[config.mk]
export PLATFORM = sky130hd
export DESIGN_NAME = circ_pass_window
export DESIGN_NICKNAME = d
export VERILOG_FILES = /design/src/rtl/cpw_pkg.sv /design/src/rtl/cpw_tap_sel.sv /design/src/rtl/cpw_screen.sv /design/src/rtl/cpw_ctrl.sv /design/src/rtl/circ_pass_window.sv
export SDC_FILE = /design/constraint.sdc
export NUM_CORES = 1
export LEC_CHECK = 0
export BUFFER_PORTS_ARGS = -buffer_cell sky130_fd_sc_hd__buf_4
export CAP_MARGIN = 20
export CORE_UTILIZATION = 50
export DETAILED_ROUTE_END_ITERATION = 7
export HOLD_SLACK_MARGIN = 0.02
export PLACE_DENSITY = 0.68
export SLEW_MARGIN = 20
export SYNTH_ARGS = -nofsm -noshare
export SYNTH_HDL_FRONTEND = slang
export SYNTH_HIERARCHICAL = 1
export SYNTH_SLANG_ARGS = --single-unit
[constraint.sdc]
create_clock -name clk -period 8.51 [get_ports clk]
set_clock_uncertainty 0.05 [all_clocks]
set_input_delay 0.851 -clock clk [delete_from_list [all_inputs] [get_ports clk]]
set_output_delay 0.851 -clock clk [all_outputs]
set_load 0.01 [all_outputs]
[src/rtl/cpw_pkg.sv]
package cpw_pkg;

  typedef enum logic [2:0] {
    CPW_OK        = 3'd0,
    CPW_BAD_MARK  = 3'd1,
    CPW_NO_PASS   = 3'd2,
    CPW_NO_FAIL   = 3'd3,
    CPW_RIGHT_EXH = 3'd4,
    CPW_LEFT_EXH  = 3'd5,
    CPW_EDGE_EXH  = 3'd6
  } cpw_err_e;

  typedef enum logic [2:0] {
    ST_IDLE,
    ST_SCREEN,
    ST_RIGHT,
    ST_LEFT_PASS,
    ST_LEFT_EDGE
  } cpw_state_e;

  // Last position the upward walk may visit.
  function automatic int right_lim(input int pos, input int taps);
    return (pos > taps - 1) ? (2 * taps - 1) : (pos + taps - 1);
  endfunction

  // Lowest position a downward walk may visit.
  function automatic int left_lim(input int pos, input int taps);
    return (pos > taps - 1) ? (pos - taps + 1) : 0;
  endfunction

  // Signed edge distance.
  function automatic int edge_gap(input int a, input int b);
    return a - b;
  endfunction

endpackage

[src/rtl/cpw_tap_sel.sv]
module cpw_tap_sel #(
  parameter int TAPS = 64,
  localparam int W  = $clog2(TAPS),
  localparam int PW = W + 1
) (
  input  logic [TAPS-1:0] vec,
  input  logic [PW-1:0]   pos,
  output logic            is_fail
);
  logic [PW-1:0] wrapped;

  always_comb begin
    wrapped = pos % PW'(TAPS);
    is_fail = vec[wrapped[W-1:0]];
  end
endmodule

[src/rtl/cpw_screen.sv]
module cpw_screen #(
  parameter int TAPS = 64
) (
  input  logic [TAPS-1:0] vec,
  output logic            all_fail,
  output logic            all_pass
);
  assign all_fail = &vec;
  assign all_pass = ~|vec;
endmodule

[src/rtl/cpw_ctrl.sv]
module cpw_ctrl
  import cpw_pkg::*;
#(
  parameter int TAPS = 64,
  localparam int W  = $clog2(TAPS),
  localparam int PW = W + 1,
  localparam int DW = W + 2
) (
  input  logic            clk,
  input  logic            rst_n,
  input  logic            start,
  input  logic [TAPS-1:0] fail_vec,
  input  logic [W-1:0]    lo_mark,
  input  logic [PW-1:0]   hi_mark,
  input  logic            tap_fail,
  input  logic            all_fail,
  input  logic            all_pass,
  output logic [TAPS-1:0] vec_q,
  output logic [PW-1:0]   cur_q,
  output logic            busy,
  output logic            done,
  output logic            err,
  output logic [2:0]      err_code,
  output logic [PW-1:0]   win_lo,
  output logic [PW-1:0]   win_hi,
  output logic [DW-1:0]   diff_hi,
  output logic [DW-1:0]   diff_lo
);
  cpw_state_e    state_q, state_d;
  logic [PW-1:0] cur_d, lim_q, lim_d, whi_q, whi_d;
  logic [W-1:0]  lo_q;
  logic [PW-1:0] hi_q;
  logic          fin;
  cpw_err_e      fcode;
  logic [PW-1:0] flo, fhi;
  logic [DW-1:0] fdhi, fdlo;
  logic [PW-1:0] cur_dn;

  assign busy   = (state_q != ST_IDLE);
  assign cur_dn = cur_q - PW'(1);

  always_comb begin
    state_d = state_q;
    cur_d   = cur_q;
    lim_d   = lim_q;
    whi_d   = whi_q;
    fin     = 1'b0;
    fcode   = CPW_OK;
    flo     = '0;
    fhi     = '0;
    fdhi    = '0;
    fdlo    = '0;
    case (state_q)
      ST_IDLE: begin
        if (start) begin
          state_d = ST_SCREEN;
          cur_d   = hi_mark;
        end
      end
      ST_SCREEN: begin
        if (hi_q < {1'b0, lo_q}) begin
          fin = 1'b1; fcode = CPW_BAD_MARK;
        end else if (all_fail) begin
          fin = 1'b1; fcode = CPW_NO_PASS;
        end else if (all_pass) begin
          fin   = 1'b1; fcode = CPW_NO_FAIL;
          flo   = '0;
          fhi   = PW'(TAPS - 1);
          fdhi  = DW'(edge_gap(TAPS - 1, int'(hi_q)));
          fdlo  = DW'(edge_gap(int'(lo_q), 0));
        end else if (!tap_fail) begin
          state_d = ST_RIGHT;
          lim_d   = PW'(right_lim(int'(hi_q), TAPS));
        end else begin
          state_d = ST_LEFT_PASS;
          lim_d   = PW'(left_lim(int'(hi_q), TAPS));
        end
      end
      ST_RIGHT: begin
        if (!tap_fail) begin
          if (cur_q == lim_q) begin
            fin = 1'b1; fcode = CPW_RIGHT_EXH;
          end else begin
            cur_d = cur_q + PW'(1);
          end
        end else begin
          whi_d   = cur_dn;
          cur_d   = cur_dn;
          lim_d   = PW'(left_lim(int'(cur_dn), TAPS));
          state_d = ST_LEFT_EDGE;
        end
      end
      ST_LEFT_PASS: begin
        if (tap_fail) begin
          if (cur_q == lim_q) begin
            fin = 1'b1; fcode = CPW_LEFT_EXH;
          end else begin
            cur_d = cur_dn;
          end
        end else begin
          whi_d   = cur_q;
          lim_d   = PW'(left_lim(int'(cur_q), TAPS));
          state_d = ST_LEFT_EDGE;
        end
      end
      ST_LEFT_EDGE: begin
        if (!tap_fail) begin
          if (cur_q == lim_q) begin
            fin = 1'b1; fcode = CPW_EDGE_EXH;
          end else begin
            cur_d = cur_dn;
          end
        end else begin
          fin  = 1'b1;
          fcode = CPW_OK;
          flo  = cur_q + PW'(1);
          fhi  = whi_q;
          fdhi = DW'(edge_gap(int'(whi_q), int'(hi_q)));
          fdlo = DW'(edge_gap(int'(lo_q), int'(cur_q) + 1));
        end
      end
      default: state_d = ST_IDLE;
    endcase
    if (fin) state_d = ST_IDLE;
  end

  always_ff @(posedge clk or negedge rst_n) begin
    if (!rst_n) begin
      state_q  <= ST_IDLE;
      cur_q    <= '0;
      lim_q    <= '0;
      whi_q    <= '0;
      vec_q    <= '0;
      lo_q     <= '0;
      hi_q     <= '0;
      done     <= 1'b0;
      err      <= 1'b0;
      err_code <= '0;
      win_lo   <= '0;
      win_hi   <= '0;
      diff_hi  <= '0;
      diff_lo  <= '0;
    end else begin
      state_q <= state_d;
      cur_q   <= cur_d;
      lim_q   <= lim_d;
      whi_q   <= whi_d;
      done    <= fin;
      if (state_q == ST_IDLE && start) begin
        vec_q <= fail_vec;
        lo_q  <= lo_mark;
        hi_q  <= hi_mark;
      end
      if (fin) begin
        err      <= (fcode != CPW_OK);
        err_code <= fcode;
        win_lo   <= flo;
        win_hi   <= fhi;
        diff_hi  <= fdhi;
        diff_lo  <= fdlo;
      end
    end
  end
endmodule

[src/rtl/circ_pass_window.sv]
module circ_pass_window #(
  parameter int TAPS = 64,
  localparam int W  = $clog2(TAPS),
  localparam int PW = W + 1,
  localparam int DW = W + 2
) (
  input  logic            clk,
  input  logic            rst_n,
  input  logic            start,
  input  logic [TAPS-1:0] fail_vec,
  input  logic [W-1:0]    lo_mark,
  input  logic [PW-1:0]   hi_mark,
  output logic            done,
  output logic            err,
  output logic [2:0]      err_code,
  output logic [PW-1:0]   win_lo,
  output logic [PW-1:0]   win_hi,
  output logic [DW-1:0]   diff_hi,
  output logic [DW-1:0]   diff_lo
);
  logic [TAPS-1:0] vec_q;
  logic [PW-1:0]   cur_q;
  logic            tap_fail, all_fail, all_pass, busy;

  cpw_tap_sel #(.TAPS(TAPS)) u_tap (
    .vec(vec_q), .pos(cur_q), .is_fail(tap_fail)
  );

  cpw_screen #(.TAPS(TAPS)) u_screen (
    .vec(vec_q), .all_fail(all_fail), .all_pass(all_pass)
  );

  cpw_ctrl #(.TAPS(TAPS)) u_ctrl (
    .clk(clk), .rst_n(rst_n), .start(start), .fail_vec(fail_vec),
    .lo_mark(lo_mark), .hi_mark(hi_mark), .tap_fail(tap_fail),
    .all_fail(all_fail), .all_pass(all_pass), .vec_q(vec_q),
    .cur_q(cur_q), .busy(busy), .done(done), .err(err),
    .err_code(err_code), .win_lo(win_lo), .win_hi(win_hi),
    .diff_hi(diff_hi), .diff_lo(diff_lo)
  );
endmodule

==> metrics.md, run 1 <==
| Metric | Value |
|---|---|
| Status | `finished clean` |
| Synth Net Count | `about 880` |
| # nets final | `970` |
| Area of the multi-input gates | `4320 um2` |
| Reg area | `3400 um2` |
| Rel. slew slack | `between 20% and 30%` |
| Crit path largest cell delay | `roughly 1.0 ns` |
| WP data required | `just under 9 ns` |
| CP startpoint kind | `flip-flop` |
| Drt first pass iters | `5` |
| Dpl cell area | `9030 um2` |
| Routed vias/inst | `6.31` |
| Setup TNS | `0 ns` |
| H-tree Lvls | `4` |
| Post-route cell area | `around 9600 um2` |
| Most frequent cells in the layout | `136 x dfrtp_1, 123 x buf_4, 67 x mux2_2` |
| Bufs on Longest Clock Path | `2` |
| Largest net degree at the start of global routing | `between 80 and 90` |
| CP max-delay cell | `dfrtp_1` |
| Worst slew pin tran | `approximately 1.1 ns` |
| Die Ht | `between 100 and 150 um` |
| CP endpoint kind | `flip-flop` |
| Drt initial violations | `a little over 400` |
| Die W | `~130 um` |
| CTS Sinks | `136` |
| First-pass GRT wire length | `approximately 38000 um` |
| Total Power | `between 4 and 5 mW` |
| Core Footprint | `15900 um2` |
| GPL Wtd Cong | `0.960` |
| Pre-CTS setup slack | `roughly 4.2 ns` |
| Total GRT Usage | `between 30 and 40%` |
| Synth warn | `6` |
| Crit-path max FO | `between 40 and 50` |
| Commonest non-fill, non-tap cell in the layout | `dfrtp_1` |
| CP cell instances | `a2111oi_0 -> nor4_1 -> a211oi_2 -> a211oi_4 -> buf_4 -> nand3_2 -> o31ai_1 -> a211oi_1 -> and2_1 -> buf_4 -> a221o_1` |
| Min Tclk post-route | `roughly 4.4 ns` |
| Layout area overhead | `18.8%` |
| Unrepaired setup endpoints after global routing | `false` |
| Via Count | `between 6k and 7k` |
| Clock transition at path regs | `0.07 ns` |
| Post-Syn Instances | `779` |
| Leak | `4.10 nW` |
| VDD IR max | `0.212 mV` |
| DR WL/cell | `about 22 um` |
| Total grt overflow | `0` |
| Hold_buf cts | `0` |
| Fin crit share | `between 50% and 60%` |
| Fin. Hold Viols | `0` |
| Final setup vio count | `0` |
| Slack of the critical path | `4.14 ns` |
| DIE AREA | `approximately 17000 um2` |
| Initial Util | `between 50% and 60%` |
| Mean Syn Cell Area | `about 10 um2` |
| HP Class | `flip-flop to flip-flop` |
| Max Clock Freq | `around 230 MHz` |
| WP data arrival | `around 4.6 ns` |
| Mapped cell area | `8110 um2` |
| Clock Latency Late Sink | `about 0.44 ns` |
| Postcts setup bufs | `0` |
| Initial antenna violation count | `0` |
| Power Density | `approximately 460 nW/um2` |
| Buffers on Ports | `about 110` |
| Post-route ant nets | `0` |
| CTS resizes | `0` |
| Detailed Place HPWL | `roughly 17000 um` |
| DRC errors left | `0` |
| FILL cells | `1366` |
| Most frequent CP cell | `buf_4` |
| Vias in the first global route | `6877` |
| CTS tree | `built` |
| Root Driver | `clkbuf_16` |
| # rows | `46` |
| Antenna Cells | `0` |
| I/O pin cnt | `115` |
| TritonCTS buffer count | `17` |
| Slew Viols, Final | `0` |
| Final WL | `24000 um` |
| Share of cells above drive strength 1 | `between 20% and 30%` |
| Setup CP Type | `flip-flop to flip-flop` |
| Max Cap Viol | `0` |
critical path, delay by kind of cell (launching register included):
kind / cells / cell delay (ns)
AND/OR/NAND/NOR: 3 / 1.14
AO/OA/AOI/OAI: 6 / 1.31
flip-flops: 1 / 1.04
buffers and inverters: 2 / 0.66
path summary, 6_finish.rpt:
check                                                    from                             to  slack, ns  depth (start not counted)
worst max-delay path              u_ctrl/cur_q[2]$_DFFE_PN0P_  u_ctrl/diff_hi[3]$_DFFE_PN0P_       4.14                         11
worst min-delay path            u_ctrl/diff_lo[7]$_DFFE_PN0P_  u_ctrl/diff_lo[7]$_DFFE_PN0P_       0.44                          1
worst max register to register    u_ctrl/cur_q[2]$_DFFE_PN0P_  u_ctrl/diff_hi[3]$_DFFE_PN0P_       4.14                         11
max in group asynchronous                               rst_n    u_ctrl/lim_q[1]$_DFFE_PN0P_       6.48                          2
min in group asynchronous                               rst_n     u_ctrl/hi_q[4]$_DFFE_PN0P_       0.46                          1
worst min register to register  u_ctrl/diff_lo[7]$_DFFE_PN0P_  u_ctrl/diff_lo[7]$_DFFE_PN0P_       0.44                          1
metal layers:
metal / vias up / share of wire (%) / GRT usage, %
met4: 0 / 4.5 / 17.2
met3: 67 / 5.3 / 5.74
met5: - / 0 / 0
met2: 293 / 49 / 50.9
met1: 3422 / 41 / 36.6
li1: 3122 / - / -
sequential cells by signal, summed over array words and instances (netlist names):
register         count
u_ctrl/hi_q          7
u_ctrl/cur_q         7
u_ctrl/state_q       3
u_ctrl/lim_q         7
u_ctrl/done          1
u_ctrl/vec_q        64
u_ctrl/whi_q         7
u_ctrl/win_hi        7
u_ctrl/err           1
u_ctrl/diff_lo       8
u_ctrl/lo_q          6
u_ctrl/diff_hi       8
u_ctrl/win_lo        7
u_ctrl/err_code      3
layout make-up:
type,instances,area share (%)
Timing Repair Buffer,123,9.58
Multi-Input combinational cell,555,44.8
Clock buffer,18,4.56
Clock inverter,14,1.70
Tap cell,216,2.80
Inverter,32,1.25
Sequential cell,136,35.3
stage by stage:
step	instances	hold slack, ns	utilization [%]
2_1_floorplan	779	0.437	-
3_3_place_gp	1062	0.424	56.8
6_report	1094	0.439	60.7
5_1_grt	1094	0.463	60.7
4_1_cts	1094	0.446	60.7
3_5_place_dp	1062	0.429	56.9
power breakdown:
group / switching, mW / internal, mW / leakage (nW) / total, mW
registers: 0.444 / 0.948 / 1.67 / 1.39
clock network: 0.312 / 0.447 / 0.292 / 0.759
logic: 1.26 / 1.06 / 2.14 / 2.32
No activity file was read; power rests on OpenSTA's default activity.
==> run 2, diff against run 1 <==
- PLACE_DENSITY: 0.68 -> 0.71
- clock period: 8.51 -> 3.52 ns (I/O delays scaled with it)
==> run 2 against run 1 <==
Net effect:
- cell count increased by 2.3%
- routed wire length decreased by 1.5%
- die area unchanged
- worst hold slack got worse by 0.44 ns
- non-clock buffer count increased by 25
- critical path depth increased by 2
- largest power group unchanged
- the flow now finishes with violations (hold timing)
- flip-flop and latch count unchanged
- design area increased by 2.9%
- maximum frequency increased by 31%
==> metrics.md, run 2 (synthesized netlist as in run 1, its figures left out) <==
| Metric | Value |
|---|---|
| Worst slew pin tran | `0.883 ns (was 1.06 ns)` |
| Die W | `129 um (unchanged)` |
| Final std cells w/o fill | `1119 (was 1094)` |
| Largest regs | `u_ctrl/vec_q: 64 flops, u_ctrl/diff_hi: 8 flops, u_ctrl/diff_lo: 8 flops (unchanged)` |
| Met3 Use GR | `4.62% (was 5.74%)` |
| Power Density | `1130 nW/um2 (was 464 nW/um2)` |
| Max reg flops | `64 (unchanged)` |
| Min Tclk post-route | `3.35 ns (was 4.37 ns)` |
| Setup CP Type | `flip-flop to flip-flop (unchanged)` |
| Initial antenna violation count | `0 (unchanged)` |
| Largest net degree at the start of global routing | `90 (was 88)` |
| HP Class | `input pin to asynchronous set/reset pin (was flip-flop to flip-flop)` |
| DR WL/cell | `21.2 um (was 22.0 um)` |
| Met1 usage | `36.7% (was 36.6%)` |
| Crit-path max FO | `39 (was 42)` |
| Max Clock Freq | `299 MHz (was 229 MHz)` |
| Unrepaired setup endpoints after global routing | `false (unchanged)` |
| Commonest non-fill, non-tap cell in the layout | `buf_4 (was dfrtp_1)` |
| Layout area overhead | `22.2% (was 18.8%)` |
| Die Ht | `129 um (unchanged)` |
| Biggest register | `u_ctrl/vec_q (unchanged)` |
| Final setup vio count | `0 (unchanged)` |
| Routed vias/inst | `6.30 (was 6.31)` |
| Post-route ant nets | `0 (unchanged)` |
| Bufs on Longest Clock Path | `2 (unchanged)` |
| CTS tree | `built (unchanged)` |
| DRC errors left | `0 (unchanged)` |
| Core Footprint | `15900 um2 (unchanged)` |
| Leak | `4.26 nW (was 4.10 nW)` |
| WP data required | `3.77 ns (was 8.77 ns)` |
| Root Driver | `clkbuf_16 (unchanged)` |
| VDD IR max | `0.550 mV (was 0.212 mV)` |
| Drt initial violations | `459 (was 405)` |
| Worst-case hold slack | `-0.00211 ns (was 0.439 ns)` |
| M2 GR Usage | `50.6% (was 50.9%)` |
| Hold_buf cts | `0 (unchanged)` |
| Vias in the first global route | `6899 (was 6877)` |
| Fin crit share | `95.1% (was 51.4%)` |
| Dpl cell area | `9260 um2 (was 9030 um2)` |
| CTS Sinks | `136 (unchanged)` |
| CP startpoint kind | `flip-flop (unchanged)` |
| Failing checks | `hold timing` |
| TritonCTS buffer count | `17 (unchanged)` |
| H-tree Lvls | `4 (unchanged)` |
| Clock Latency Late Sink | `0.43 ns (was 0.44 ns)` |
| Slew Viols, Final | `0 (unchanged)` |
| CP endpoint kind | `flip-flop (unchanged)` |
| Status | `complete, but fails checks (was finished clean)` |
| Buffers on Ports | `114 (unchanged)` |
| I/O pin cnt | `115 (unchanged)` |
| Total GRT Usage | `29.7% (was 30.3%)` |
| Drt first pass iters | `8 (was 5)` |
| Max Cap Viol | `0 (unchanged)` |
| Antenna Cells | `0 (unchanged)` |
| Clock transition at path regs | `0.06 ns (was 0.07 ns)` |
| Most used routing layer | `met2 (unchanged)` |
| GPL Wtd Cong | `0.957 (was 0.960)` |
| Post-route cell area | `9920 um2 (was 9640 um2)` |
| Share of cells above drive strength 1 | `30.8% (was 28.2%)` |
| Final WL | `23700 um (was 24000 um)` |
| WP data arrival | `3.60 ns (was 4.63 ns)` |
| DIE AREA | `16700 um2 (unchanged)` |
| # nets final | `995 (was 970)` |
| Detailed Place HPWL | `17600 um (was 17300 um)` |
| First-pass GRT wire length | `37400 um (was 37900 um)` |
| # rows | `46 (unchanged)` |
| Postcts setup bufs | `0 (unchanged)` |
| Initial Util | `51.1% (unchanged)` |
| Fin. Hold Viols | `2 (was 0)` |
| Total grt overflow | `0 (unchanged)` |
| Most frequent cells in the layout | `144 x buf_4, 134 x dfrtp_1, 67 x mux2_2 (was 136 x dfrtp_1, 123 x buf_4, 67 x mux2_2)` |
| Via Count | `7053 (was 6904)` |
| Cells after DPL | `1087 (was 1062)` |
| Rel. slew slack | `41.1% (was 29.1%)` |
-- run 2: per-layer routing --
layer | up-vias | wire, um
met5 | - | 0
met4 | 0 | 1030
met3 | 69 | 1280
met2 | 316 | 11700
met1 | 3487 | 9730
li1 | 3181 | -
-- run 2: area by class of cell --
| type | count | area [um2] |
|---|---|---|
| tap | 216 | 270 |
| clock inverter | 14 | 189 |
| inverter | 32 | 120 |
| sequential | 136 | 3410 |
| fill | 1329 | 5970 |
| clock buffer | 18 | 439 |
| timing repair buffer | 148 | 1160 |
| multi-input combinational | 555 | 4330 |
-- run 2: report_power, final --
part / switching (mW) / leakage, nW / total (mW) / internal, mW
Clock: 0.742 / 0.307 / 1.90 / 1.16
Combinational: 3.24 / 2.28 / 6.09 / 2.86
Sequential: 0.939 / 1.67 / 3.24 / 2.30
Total: 4.92 / 4.26 / 11.2 / 6.31
-- run 2: timing repair --
item,in CTS,in global routing
endpoints found under the setup margin,8,37
endpoints found under the hold margin,0,0
resized for setup,3,6
pin swaps,0,3
-- run 2: per-stage QoR --
step | power [mW] | hold slack (ns) | setup TNS, ns | setup WS [ns] | utilization, %
after floorplan | 7.24 | 0.00641 | 0 | 0.393 | -
after CTS | 11.1 | 0.0308 | 0 | 0.0632 | 62.3
final | 11.2 | -0.00211 | 0 | 0.173 | 62.4
after global placement | 8.97 | 0.423 | 0 | 0.0210 | 58.3
after global routing | 11.9 | 0.0684 | 0 | 0.0218 | 62.4
after detailed placement | 9.16 | 0.430 | -0.214 | -0.0762 | 58.3
-- run 2: final timing paths --
kind                                               from                             to  slack [ns]  depth (start not counted)
max in group asynchronous                         rst_n   u_ctrl/vec_q[34]$_DFFE_PN0P_        2.57                          2
min in group clk                             lo_mark[1]     u_ctrl/lo_q[1]$_DFFE_PN0P_        0.09                          3
setup / recovery            u_ctrl/cur_q[0]$_DFFE_PN0P_  u_ctrl/diff_lo[2]$_DFFE_PN0P_        0.17                         13
hold reg to reg            u_ctrl/win_lo[5]$_DFFE_PN0P_   u_ctrl/win_lo[5]$_DFFE_PN0P_        0.44                          1
setup reg to reg            u_ctrl/cur_q[0]$_DFFE_PN0P_  u_ctrl/diff_lo[2]$_DFFE_PN0P_        0.17                         13
hold / removal                                    rst_n  u_ctrl/diff_hi[7]$_DFFE_PN0P_      -0.002                          1
-- run 2: worst max-delay path: stages, from the launching register on --
cell and delay (ns):
dfrtp_2 0.48, buf_4 0.20, nor2b_1 0.11, a2111oi_0 0.07
nor4_1 0.37, a211oi_2 0.16, a211oi_4 0.39, buf_12 0.25
nand3_1 0.10, nor3_1 0.22, a211oi_1 0.08, and2_1 0.21
buf_4 0.18, a221o_1 0.36
